## src/rtl/intr_present_pkg.sv

```systemverilog
package intr_present_pkg;

    localparam int NUM_W  = 24;
    localparam int PRIO_W = 8;
    localparam int WORD_W = NUM_W + PRIO_W;

    typedef logic [NUM_W-1:0]  src_num_t;
    typedef logic [PRIO_W-1:0] prio_t;
    typedef logic [WORD_W-1:0] word_t;

    localparam src_num_t IPI_SRC   = src_num_t'(2);
    localparam prio_t    PRIO_LEAST = '1;

    typedef enum logic [1:0] {
        OP_SET_CUR = 2'd0,
        OP_SET_IPI = 2'd1,
        OP_ACCEPT  = 2'd2,
        OP_EOI     = 2'd3
    } cpu_op_e;

    typedef struct packed {
        prio_t    cur;
        src_num_t num;
        prio_t    pend;
        prio_t    ipi;
    } srv_state_t;

    typedef struct packed {
        logic     rej;
        src_num_t rej_num;
        logic     rsnd;
        logic     eoi;
        src_num_t eoi_num;
        logic     acc;
        word_t    acc_word;
    } srv_note_t;

    typedef struct packed {
        srv_state_t st;
        srv_note_t  nt;
    } srv_pair_t;

    typedef struct packed {
        src_num_t num;
        prio_t    prio;
    } dlv_t;

    localparam srv_state_t STATE_RESET = '{
        cur:  '0,
        num:  '0,
        pend: PRIO_LEAST,
        ipi:  PRIO_LEAST
    };

    // Hand a source number back to the source layer.
    function automatic srv_pair_t f_push_back(srv_pair_t p, src_num_t n);
        srv_pair_t q;
        q            = p;
        q.nt.rej     = 1'b1;
        q.nt.rej_num = n;
        return q;
    endfunction

    // Decide whether the inter-processor interrupt takes the pending slot.
    function automatic srv_pair_t f_try_ipi(srv_pair_t p);
        srv_pair_t q;
        q = p;
        if (!(q.st.num != '0 && q.st.pend <= q.st.ipi)) begin
            if (q.st.num != '0) begin
                q = f_push_back(q, q.st.num);
            end
            q.st.num  = IPI_SRC;
            q.st.pend = q.st.ipi;
        end
        return q;
    endfunction

    function automatic srv_pair_t f_resend(srv_pair_t p);
        srv_pair_t q;
        q = p;
        if (q.st.ipi < q.st.cur) begin
            q = f_try_ipi(q);
        end
        q.nt.rsnd = 1'b1;
        return q;
    endfunction

    function automatic srv_pair_t f_deliver(srv_pair_t p, dlv_t d);
        srv_pair_t q;
        q = p;
        if (d.prio >= q.st.cur || (q.st.num != '0 && q.st.pend <= d.prio)) begin
            q = f_push_back(q, d.num);
        end else begin
            if (q.st.num != '0) begin
                q = f_push_back(q, q.st.num);
            end
            q.st.num  = d.num;
            q.st.pend = d.prio;
        end
        return q;
    endfunction

    function automatic srv_pair_t f_cpu_op(srv_pair_t p, cpu_op_e k, word_t d);
        srv_pair_t q;
        prio_t     newp;
        q    = p;
        newp = d[PRIO_W-1:0];
        case (k)
            OP_SET_CUR: begin
                if (newp < q.st.cur) begin
                    q.st.cur = newp;
                    if (q.st.num != '0 && newp <= q.st.pend) begin
                        q        = f_push_back(q, q.st.num);
                        q.st.num = '0;
                    end
                end else begin
                    q.st.cur = newp;
                    if (q.st.num == '0) begin
                        q = f_resend(q);
                    end
                end
            end
            OP_SET_IPI: begin
                q.st.ipi = newp;
                if (newp < q.st.cur) begin
                    q = f_try_ipi(q);
                end
            end
            OP_ACCEPT: begin
                q.nt.acc      = 1'b1;
                q.nt.acc_word = {q.st.cur, q.st.num};
                q.st.cur      = q.st.pend;
                q.st.num      = '0;
            end
            OP_EOI: begin
                q.nt.eoi     = 1'b1;
                q.nt.eoi_num = d[NUM_W-1:0];
                q.st.cur     = d[WORD_W-1:NUM_W];
                if (q.st.num == '0) begin
                    q = f_resend(q);
                end
            end
            default: ;
        endcase
        return q;
    endfunction

endpackage

```

## src/rtl/ip_hold_slot.sv

```systemverilog
module ip_hold_slot
    import intr_present_pkg::*;
(
    input  logic clk,
    input  logic rst,
    input  logic op_hit,
    input  logic fresh_hit,
    input  dlv_t fresh_dlv,
    output logic go,
    output dlv_t go_dlv
);

    logic slot_v;
    dlv_t slot_d;

    // A held delivery goes first; a colliding fresh one waits a cycle.
    assign go     = !op_hit && (slot_v || fresh_hit);
    assign go_dlv = slot_v ? slot_d : fresh_dlv;

    always_ff @(posedge clk) begin
        if (rst) begin
            slot_v <= 1'b0;
            slot_d <= '0;
        end else if (op_hit) begin
            if (fresh_hit && !slot_v) begin
                slot_v <= 1'b1;
                slot_d <= fresh_dlv;
            end
        end else begin
            slot_v <= 1'b0;
        end
    end

endmodule

```

## src/rtl/ip_server_core.sv

```systemverilog
module ip_server_core
    import intr_present_pkg::*;
(
    input  logic      clk,
    input  logic      rst,
    input  logic      op_hit,
    input  cpu_op_e   op_kind,
    input  word_t     op_data,
    input  logic      dlv_go,
    input  dlv_t      dlv_in,
    output logic      irq,
    output srv_note_t note
);

    srv_state_t state;
    srv_pair_t  nxt;

    always_comb begin
        nxt.st = state;
        nxt.nt = '0;
        if (op_hit) begin
            nxt = f_cpu_op(nxt, op_kind, op_data);
        end else if (dlv_go) begin
            nxt = f_deliver(nxt, dlv_in);
        end
    end

    always_ff @(posedge clk) begin
        if (rst) begin
            state <= STATE_RESET;
            note  <= '0;
        end else begin
            state <= nxt.st;
            note  <= nxt.nt;
        end
    end

    assign irq = (state.num != '0);

endmodule

```

## src/rtl/ip_accept_merge.sv

```systemverilog
module ip_accept_merge
    import intr_present_pkg::*;
#(
    parameter int NSRV = 4
) (
    input  logic [NSRV-1:0]             acc_v,
    input  logic [NSRV-1:0][WORD_W-1:0] acc_w,
    output logic                        acc_valid,
    output logic [WORD_W-1:0]           acc_data
);

    always_comb begin
        acc_valid = 1'b0;
        acc_data  = '0;
        for (int i = 0; i < NSRV; i++) begin
            acc_valid = acc_valid | acc_v[i];
            acc_data  = acc_data | (acc_w[i] & {WORD_W{acc_v[i]}});
        end
    end

endmodule

```

## src/rtl/intr_present.sv

```systemverilog
module intr_present
    import intr_present_pkg::*;
#(
    parameter int NSRV = 4,
    localparam int SRV_W = (NSRV > 1) ? $clog2(NSRV) : 1
) (
    input  logic                        clk,
    input  logic                        rst,
    input  logic                        op_valid,
    input  logic [SRV_W-1:0]            op_server,
    input  logic [1:0]                  op_kind,
    input  logic [31:0]                 op_data,
    input  logic                        dlv_valid,
    input  logic [SRV_W-1:0]            dlv_server,
    input  logic [23:0]                 dlv_num,
    input  logic [7:0]                  dlv_prio,
    output logic [NSRV-1:0]             irq_out,
    output logic [NSRV-1:0]             rej_valid,
    output logic [NSRV-1:0][23:0]       rej_num,
    output logic [NSRV-1:0]             rsnd_valid,
    output logic [NSRV-1:0]             eoi_valid,
    output logic [NSRV-1:0][23:0]       eoi_num,
    output logic                        acc_valid,
    output logic [31:0]                 acc_data
);

    dlv_t                        fresh;
    cpu_op_e                     kind;
    logic [NSRV-1:0]             acc_v;
    logic [NSRV-1:0][WORD_W-1:0] acc_w;

    assign fresh = '{num: dlv_num, prio: dlv_prio};
    assign kind  = cpu_op_e'(op_kind);

    for (genvar i = 0; i < NSRV; i++) begin : g_srv
        logic      op_hit;
        logic      fresh_hit;
        logic      go;
        dlv_t      go_dlv;
        srv_note_t note;

        assign op_hit    = op_valid && (op_server == SRV_W'(i));
        assign fresh_hit = dlv_valid && (dlv_server == SRV_W'(i));

        ip_hold_slot u_hold (
            .clk       (clk),
            .rst       (rst),
            .op_hit    (op_hit),
            .fresh_hit (fresh_hit),
            .fresh_dlv (fresh),
            .go        (go),
            .go_dlv    (go_dlv)
        );

        ip_server_core u_core (
            .clk     (clk),
            .rst     (rst),
            .op_hit  (op_hit),
            .op_kind (kind),
            .op_data (op_data),
            .dlv_go  (go),
            .dlv_in  (go_dlv),
            .irq     (irq_out[i]),
            .note    (note)
        );

        assign rej_valid[i]  = note.rej;
        assign rej_num[i]    = note.rej_num;
        assign rsnd_valid[i] = note.rsnd;
        assign eoi_valid[i]  = note.eoi;
        assign eoi_num[i]    = note.eoi_num;
        assign acc_v[i]      = note.acc;
        assign acc_w[i]      = note.acc_word;
    end

    ip_accept_merge #(.NSRV(NSRV)) u_merge (
        .acc_v     (acc_v),
        .acc_w     (acc_w),
        .acc_valid (acc_valid),
        .acc_data  (acc_data)
    );

endmodule

```

## config.mk

```make
export PLATFORM = sky130hd
export DESIGN_NAME = intr_present
export DESIGN_NICKNAME = d
export VERILOG_FILES = /design/src/rtl/intr_present_pkg.sv /design/src/rtl/ip_hold_slot.sv /design/src/rtl/ip_server_core.sv /design/src/rtl/ip_accept_merge.sv /design/src/rtl/intr_present.sv
export SDC_FILE = /design/constraint.sdc
export NUM_CORES = 2
export LEC_CHECK = 0
export BUFFER_PORTS_ARGS = -buffer_cell sky130_fd_sc_hd__buf_4
export CAP_MARGIN = 20
export CORE_MARGIN = 1.5
export CORE_UTILIZATION = 35
export DETAILED_ROUTE_END_ITERATION = 7
export PLACE_DENSITY = 0.58
export REMOVE_ABC_BUFFERS = 1
export SLEW_MARGIN = 20
export SYNTH_ARGS = -nofsm -noshare
export SYNTH_HDL_FRONTEND = slang
export SYNTH_SLANG_ARGS = --single-unit
```

## constraint.sdc

```tcl
create_clock -name clk -period 3.9 [get_ports clk]
set_input_delay 0.585 -clock clk [delete_from_list [all_inputs] [get_ports clk]]
set_output_delay 0.585 -clock clk [all_outputs]
set_load 0.01 [all_outputs]
```

After elaboration in Yosys (flattened, before gate mapping)

Cells that the tools add are included.

Register bits after elaboration: 660
Output and inout bits: 241
Logic and storage cells: 372
Input bits: 74

Muxes and demuxes: 84
Bitwise operators: 15
$lt $le $gt $ge: 32
Equality and inequality tests: 97
Reductions and logical operators: 88

Operators with widths:

| kind                                           | number |
|---|---|
| 2-to-1 mux 124 bit                             | 40 |
| 2-to-1 mux 132 bit                             | 12 |
| 2-to-1 mux 84 bit                              | 16 |
| case mux 67 bit (3 select lines)               | 4 |
| case mux 33 bit (4 select lines)               | 4 |
| case mux 32 bit (4 select lines)               | 4 |
| bitwise AND 32 bit                             | 4 |
| less-or-equal comparator 8 bit                 | 16 |
| 2-to-1 mux 32 bit                              | 4 |
| zero test 24 bit                               | 4 |
| less-than comparator 8 bit                     | 12 |
| bitwise OR 32 bit                              | 3 |
| nonzero test 24 bit                            | 4 |
| != test 3 x 2 -> 1 bit (second input constant) | 20 |
| != test 3 bit (second input constant)          | 16 |
| AND reduction 12 bit                           | 4 |
| AND reduction 11 bit                           | 4 |
| AND reduction 9 bit                            | 4 |
| greater-or-equal comparator 8 bit              | 4 |
| logical AND 1 bit                              | 32 |
| != test 2 x 1 -> 1 bit (second input constant) | 16 |
| != test 2 bit (second input constant)          | 16 |
| != test 4 x 2 -> 1 bit (second input constant) | 8 |
| != test 4 bit (second input constant)          | 7 |
| 13 further kinds                               | 58 |

Longest topological paths before layout

Word-level depth: 8
Depth in mapped cells: 15
Gate-level depth less buffers: 11

Cells and area by module

A second synthesis with hierarchy kept.

Cell total of the unflattened synthesis: 3126
Area total of the unflattened synthesis: 31188.7 um^2

By module, submodules not included:

| module                               | times used | cells an instance | seq. area each (um^2) | area an instance (um^2) |
|---|---|---|---|---|
| ip_server_core (g_srv[1].u_core ...) | 2          | 570               | 2642.5                | 5745.5 |
| ip_hold_slot                         | 4          | 180               | 660.6                 | 1859.3 |
| ip_server_core (g_srv[0].u_core)     | 1          | 575               | 2642.5                | 5756.8 |
| ip_server_core (g_srv[3].u_core)     | 1          | 570               | 2642.5                | 5734.2 |
| ip_accept_merge                      | 1          | 113               | 0.0                   | 694.4 |
| intr_present                         | 1          | 8                 | 0.0                   | 75.1 |

Worst setup path after synthesis

No wires, ideal clock.

Path type: register -> register
Start: reg g_srv[2].u_hold.slot_v
End: reg g_srv[2].u_core.state[10] (netlist name)
Clock period less this slack: 3396 ps
Cell stages (with the launch flop): 14
Setup slack: 504 ps
Required time: 3780 ps
Data arrival time: 3276 ps
Setup time: 120 ps
Buffers on the path: 3
Cell sequence: dfxtp_1 clkbuf_1 clkbuf_1 mux2i_1 inv_1 ha_1 a21o_1 a21oi_1 o211ai_1 a21oi_1 or3b_4 nor2b_1 clkbuf_1 a211o_1

Longest elaborated chain between the ends: 6
Elaborated cells between the ends (all ways): 13
Those cells by class: order compare: 2; eq/ne: 1; mux: 4; reduce/logical: 6

Ends and longest elaborated chain:

| element                               | line                   | text |
|---|---|---|
| start: declaration                    | ip_hold_slot.sv:13     | `logic slot_v;` |
| start signal: assignment              | ip_hold_slot.sv:22     | `slot_v <= 1'b0;` |
| start signal: assignment              | ip_hold_slot.sv:26     | `slot_v <= 1'b1;` |
| start signal: assignment              | ip_hold_slot.sv:30     | `slot_v <= 1'b0;` |
| 2-to-1 mux 32 bit                     | ip_hold_slot.sv:18     | `assign go_dlv = slot_v ? slot_d : fresh_dlv;` |
| less-or-equal comparator 8 bit        | intr_present_pkg.sv:91 | `if (d.prio >= q.st.cur \|\| (q.st.num != '0 && q.st.pend <= d.prio)) begin` |
| logical AND 1 bit                     | intr_present_pkg.sv:91 |  |
| logical OR 1 bit                      | intr_present_pkg.sv:91 |  |
| != test 2 bit (no source line)        | n/a                    |  |
| AND reduction 12 bit (no source line) | n/a                    |  |
| end signal: assignment                | ip_server_core.sv:33   | `state <= nxt.st;` |
| end: declaration                      | ip_server_core.sv:15   | `srv_state_t state;` |

Parallel ways exist; a longest one is shown, timed or not. The select of a mux whose other input is x is not followed.
A chain may end at the register's enable or synchronous reset.

Final worst setup path

Start: reg g_srv[1].u_hold.slot_v
End: reg g_srv[1].u_core.note[71] (netlist name)

Longest elaborated chain between the ends: 7
Elaborated cells between the ends (all ways): 10
Those cells by class: order compare: 2; mux: 4; reduce/logical: 4

Ends and longest elaborated chain:

| element                        | line                   | text |
|---|---|---|
| start: declaration             | ip_hold_slot.sv:13     |  |
| start signal: assignment       | ip_hold_slot.sv:22     |  |
| start signal: assignment       | ip_hold_slot.sv:26     |  |
| start signal: assignment       | ip_hold_slot.sv:30     |  |
| 2-to-1 mux 32 bit              | ip_hold_slot.sv:18     |  |
| less-or-equal comparator 8 bit | intr_present_pkg.sv:91 |  |
| logical AND 1 bit              | intr_present_pkg.sv:91 |  |
| logical OR 1 bit               | intr_present_pkg.sv:91 |  |
| 2-to-1 mux 132 bit             | intr_present_pkg.sv:91 |  |
| 2-to-1 mux 132 bit (*)         | ip_server_core.sv:23   | `end else if (dlv_go) begin` |
| 2-to-1 mux 132 bit (*)         | ip_server_core.sv:21   | `if (op_hit) begin` |

Every way passes the cells marked *; elsewhere a longest branch is shown, timed or not. The select of a mux whose other input is x is not followed.

==> impl_metrics.sql <==
INSERT INTO impl_metrics (metric_group, metric, value, unit) VALUES
('critical_path', 'worst_path_dominant_cell_family', 'compound AO/OA/AOI/OAI gates', ''),
('floorplanning', 'coreArea', '0.0869', 'mm2'),
('synthesis', 'postSynth.asyncResetShare', '0', ''),
('clocking', 'clkSlewWorstSetupHoldPaths', '0.06', 'ns'),
('sta', 'max_clock_freq', '0.288', 'GHz'),
('sta', 'hold_slack', '0.174', 'ns'),
('sta', 'layout_setup_ws', '0.423', 'ns'),
('synthesis', 'synth_seq_area_share', '0.430', ''),
('grt', 'global_route.usage.total', '0.232', ''),
('grt', 'grt_start_max_net_pins', '138', ''),
('synthesis', 'post_synth_edffs', '0', ''),
('synthesis', 'synth.distinct_cells', '69', ''),
('drt', 'drt_iter0_drc', '2113', ''),
('synthesis', 'synth.avg_cell_area', '9.01', 'um2'),
('sta', 'finalClockSkew', '0.0283', 'ns'),
('cells_and_area', 'fin_nets', '3732', ''),
('run', 'timing.max_cap.violations', '0', ''),
('power', 'power.sequential.fraction', '0.430', ''),
('clocking', 'clockRootBuffer', 'clkbuf_16', ''),
('sta', 'slew_headroom', '0.198', ''),
('sta', 'drv_slew', '0', ''),
('drt', 'totalWireLength', '107000', 'um'),
('clocking', 'clock-sinks', '660', ''),
('hold_path', 'hp-class', 'in -> reg', ''),
('clocking', 'cts_made_buffers', '74', ''),
('placed_design', 'dpl.cell_count', '4541', ''),
('hold_path', 'holdPathStages', '2', ''),
('floorplanning', 'ioPinCount', '315', ''),
('critical_path', 'r2r_end', 'g_srv[1].u_core.note[71]', ''),
('critical_path', 'crit_fanout', '24', ''),
('drt', 'drc', '0', ''),
('cells_and_area', 'most_common_library_cell_in_the_layout_ignoring_fill_and_taps', 'dfxtp_1', ''),
('floorplanning', 'initial_utilization', '0.353', ''),
('critical_path', 'startpoint_of_the_worst_setup_timing_path', 'g_srv[1].u_hold.slot_v', ''),
('critical_path', 'critical-path-max-stage-delay', '0.57', 'ns'),
('drt', 'vias', '25300', ''),
('critical_path', 'rrSetupSlack', '0.42', 'ns'),
('critical_path', 'timing.critical_path.from_type', 'register', ''),
('floorplanning', 'die_h', '299', 'um'),
('critical_path', 'end_kind', 'register', ''),
('critical_path', 'crit-reg2reg-launch', 'g_srv[1].u_hold.slot_v', ''),
('clocking', 'clock_tree.htree_level_count', '3', ''),
('clocking', 'tritoncts', 'done', ''),
('sta', 'worst_pin_slew', '1.20', 'ns'),
('critical_path', 'timing.critical_path.slowest_stage_cell', 'o31ai_1', ''),
('outcome', 'status', 'finished, final reports clean', ''),
('critical_path', 'critical_path_cell_count', '11', ''),
('critical_path', 'depth_of_the_worst_register_to_register_path', '11', ''),
('power', 'max-vdd-ir-drop', '0.297', 'mV'),
('floorplanning', 'dieWidth', '299', 'um'),
('power', 'switching_share', '0.261', ''),
('cells_and_area', 'finalCoreUtilization', '0.409', ''),
('synthesis', 'netlist_area', '0.0307', 'mm2'),
('cells_and_area', 'layoutNonFillerInstCount', '4675', ''),
('critical_path', 'worst-path-buf-inv', '1', ''),
('drt', 'viasPerCell', '5.40', ''),
('grt', 'initial_antenna_violation_count', '1', ''),
('drt', 'detail_route.wl_per_cell', '22.9', 'um'),
('cells_and_area', 'drive_gt1_frac', '0.176', ''),
('power', 'totalPowerFinal', '16200', 'uW'),
('clocking', 'worst_skew_pair.late_latency', '0.65', 'ns'),
('sta', 'finalWorstPathRequiredPeriod', '3.48', 'ns'),
('grt', 'first_global_vias', '24000', ''),
('synthesis', 'post_synth_inst_count', '3407', ''),
('clocking', 'cts_hold_buffers', '0', ''),
('placed_design', 'gp_congestion', '0.955', ''),
('critical_path', 'worstSetupPathType', 'reg -> reg', ''),
('drt', 'drtAntennaViolNets', '0', ''),
('power', 'power.internal', '12000', 'uW'),
('power', 'power_frac_comb', '0.107', ''),
('sta', 'setup_repair_after_global_routing_missed_its_margin', 'no', '');
[Yosys cell counts, types with 11 or more instances]
library cell  instances  area (um2)
o2bb2ai_1            69         604
mux2i_1             102        1020
ha_1                196        2450
o211ai_1             17         128
mux2_2               34         383
a221oi_1             13         114
buf_2                21         105
a211oi_1             34         255
a22oi_1             108         811
buf_1                16        60.1
nor2_1              174         653
and2_1              189        1180
a31oi_1              11        68.8
o221ai_1             17         149
a221o_1              29         290
dfxtp_1             660       13200
a21oi_1             278        1390
nor3_1               47         235
inv_1               137         514
nand2_1             381        1430
a21o_1               46         345
a211o_1              25         219
nand4_1              33         206
a22o_1               70         613
nand2b_1             18         113
clkbuf_1            190         713
nor4_1               89         557
buf_4               208        1560
o21ai_0              67         335
nor2b_1              16         100
[worst min path at each step]
stage | from | to | slack [ns]
global route | op_data[18] | g_srv[3].u_core.note[51] | 0.17
finish | op_data[9] | g_srv[2].u_core.note[42] | 0.17
detailed placement | g_srv[3].u_hold.slot_d[12] | g_srv[3].u_hold.slot_d[12] | 0.44
floorplan | g_srv[1].u_hold.slot_d[0] | g_srv[1].u_hold.slot_d[0] | 0.43
global placement | g_srv[1].u_hold.slot_d[31] | g_srv[1].u_hold.slot_d[31] | 0.44
CTS | op_data[9] | g_srv[2].u_core.note[42] | 0.14
[worst register-to-register path: cells and delay by family (launching register included)]
family	cells	cell delay (ns)
buf+inv	1	0.19
flops	1	0.55
compound gates	6	1.56
simple gates	2	0.40
mux	1	0.44
fa+ha+maj	1	0.31
[metal layers]
layer  vias to the layer above  wire length (um)  track usage
met5                         -                 0            0
met4                         0              3780       0.0904
met3                       186              7210       0.0378
met2                       851             47800        0.362
met1                     12300             48100        0.319
li1                      12000                 -            -
[power groups by stage]
stage | logic [uW] | clock network (uW) | registers, uW
2_1_floorplan | 885 | 0 | 7070
3_3_place_gp | 1680 | 0 | 7110
3_5_place_dp | 1700 | 0 | 7110
4_1_cts | 1710 | 7580 | 6960
5_1_grt | 1880 | 7860 | 6970
6_report | 1730 | 7490 | 6960
[cell type report]
cell class	count	area (um2)
fill	8598	51300
multi-input combinational	2167	14600
sequential	660	13200
timing repair buffer	417	3200
clock buffer	98	2110
tap	1155	1450
inverter	142	533
clock inverter	35	502
antenna	1	2.50
[metrics by stage]
step                TNS (ns)  area, um2
floorplan             -46.21      28200
finish                     0      35600
detailed placement         0      33000
global placement           0      33000
global route               0      35600
CTS                        0      35600
[kinds of logic after synthesis]
kind of cell | synth area share
AND/OR/NAND/NOR | 0.157
adder cells (fa/ha/maj) | 0.0799
buffers and inverters | 0.0979
flip-flops | 0.430
multiplexers | 0.0457
AO/OA/AOI/OAI | 0.189
[state kept, by name, summed over array words and instances, names as in the netlist]
signal and cells:
g_srv.u_hold.slot_v 4, g_srv.u_core.state 192, g_srv.u_hold.slot_d 128, g_srv.u_core.note 336
Power figures use the tool's default switching activity.
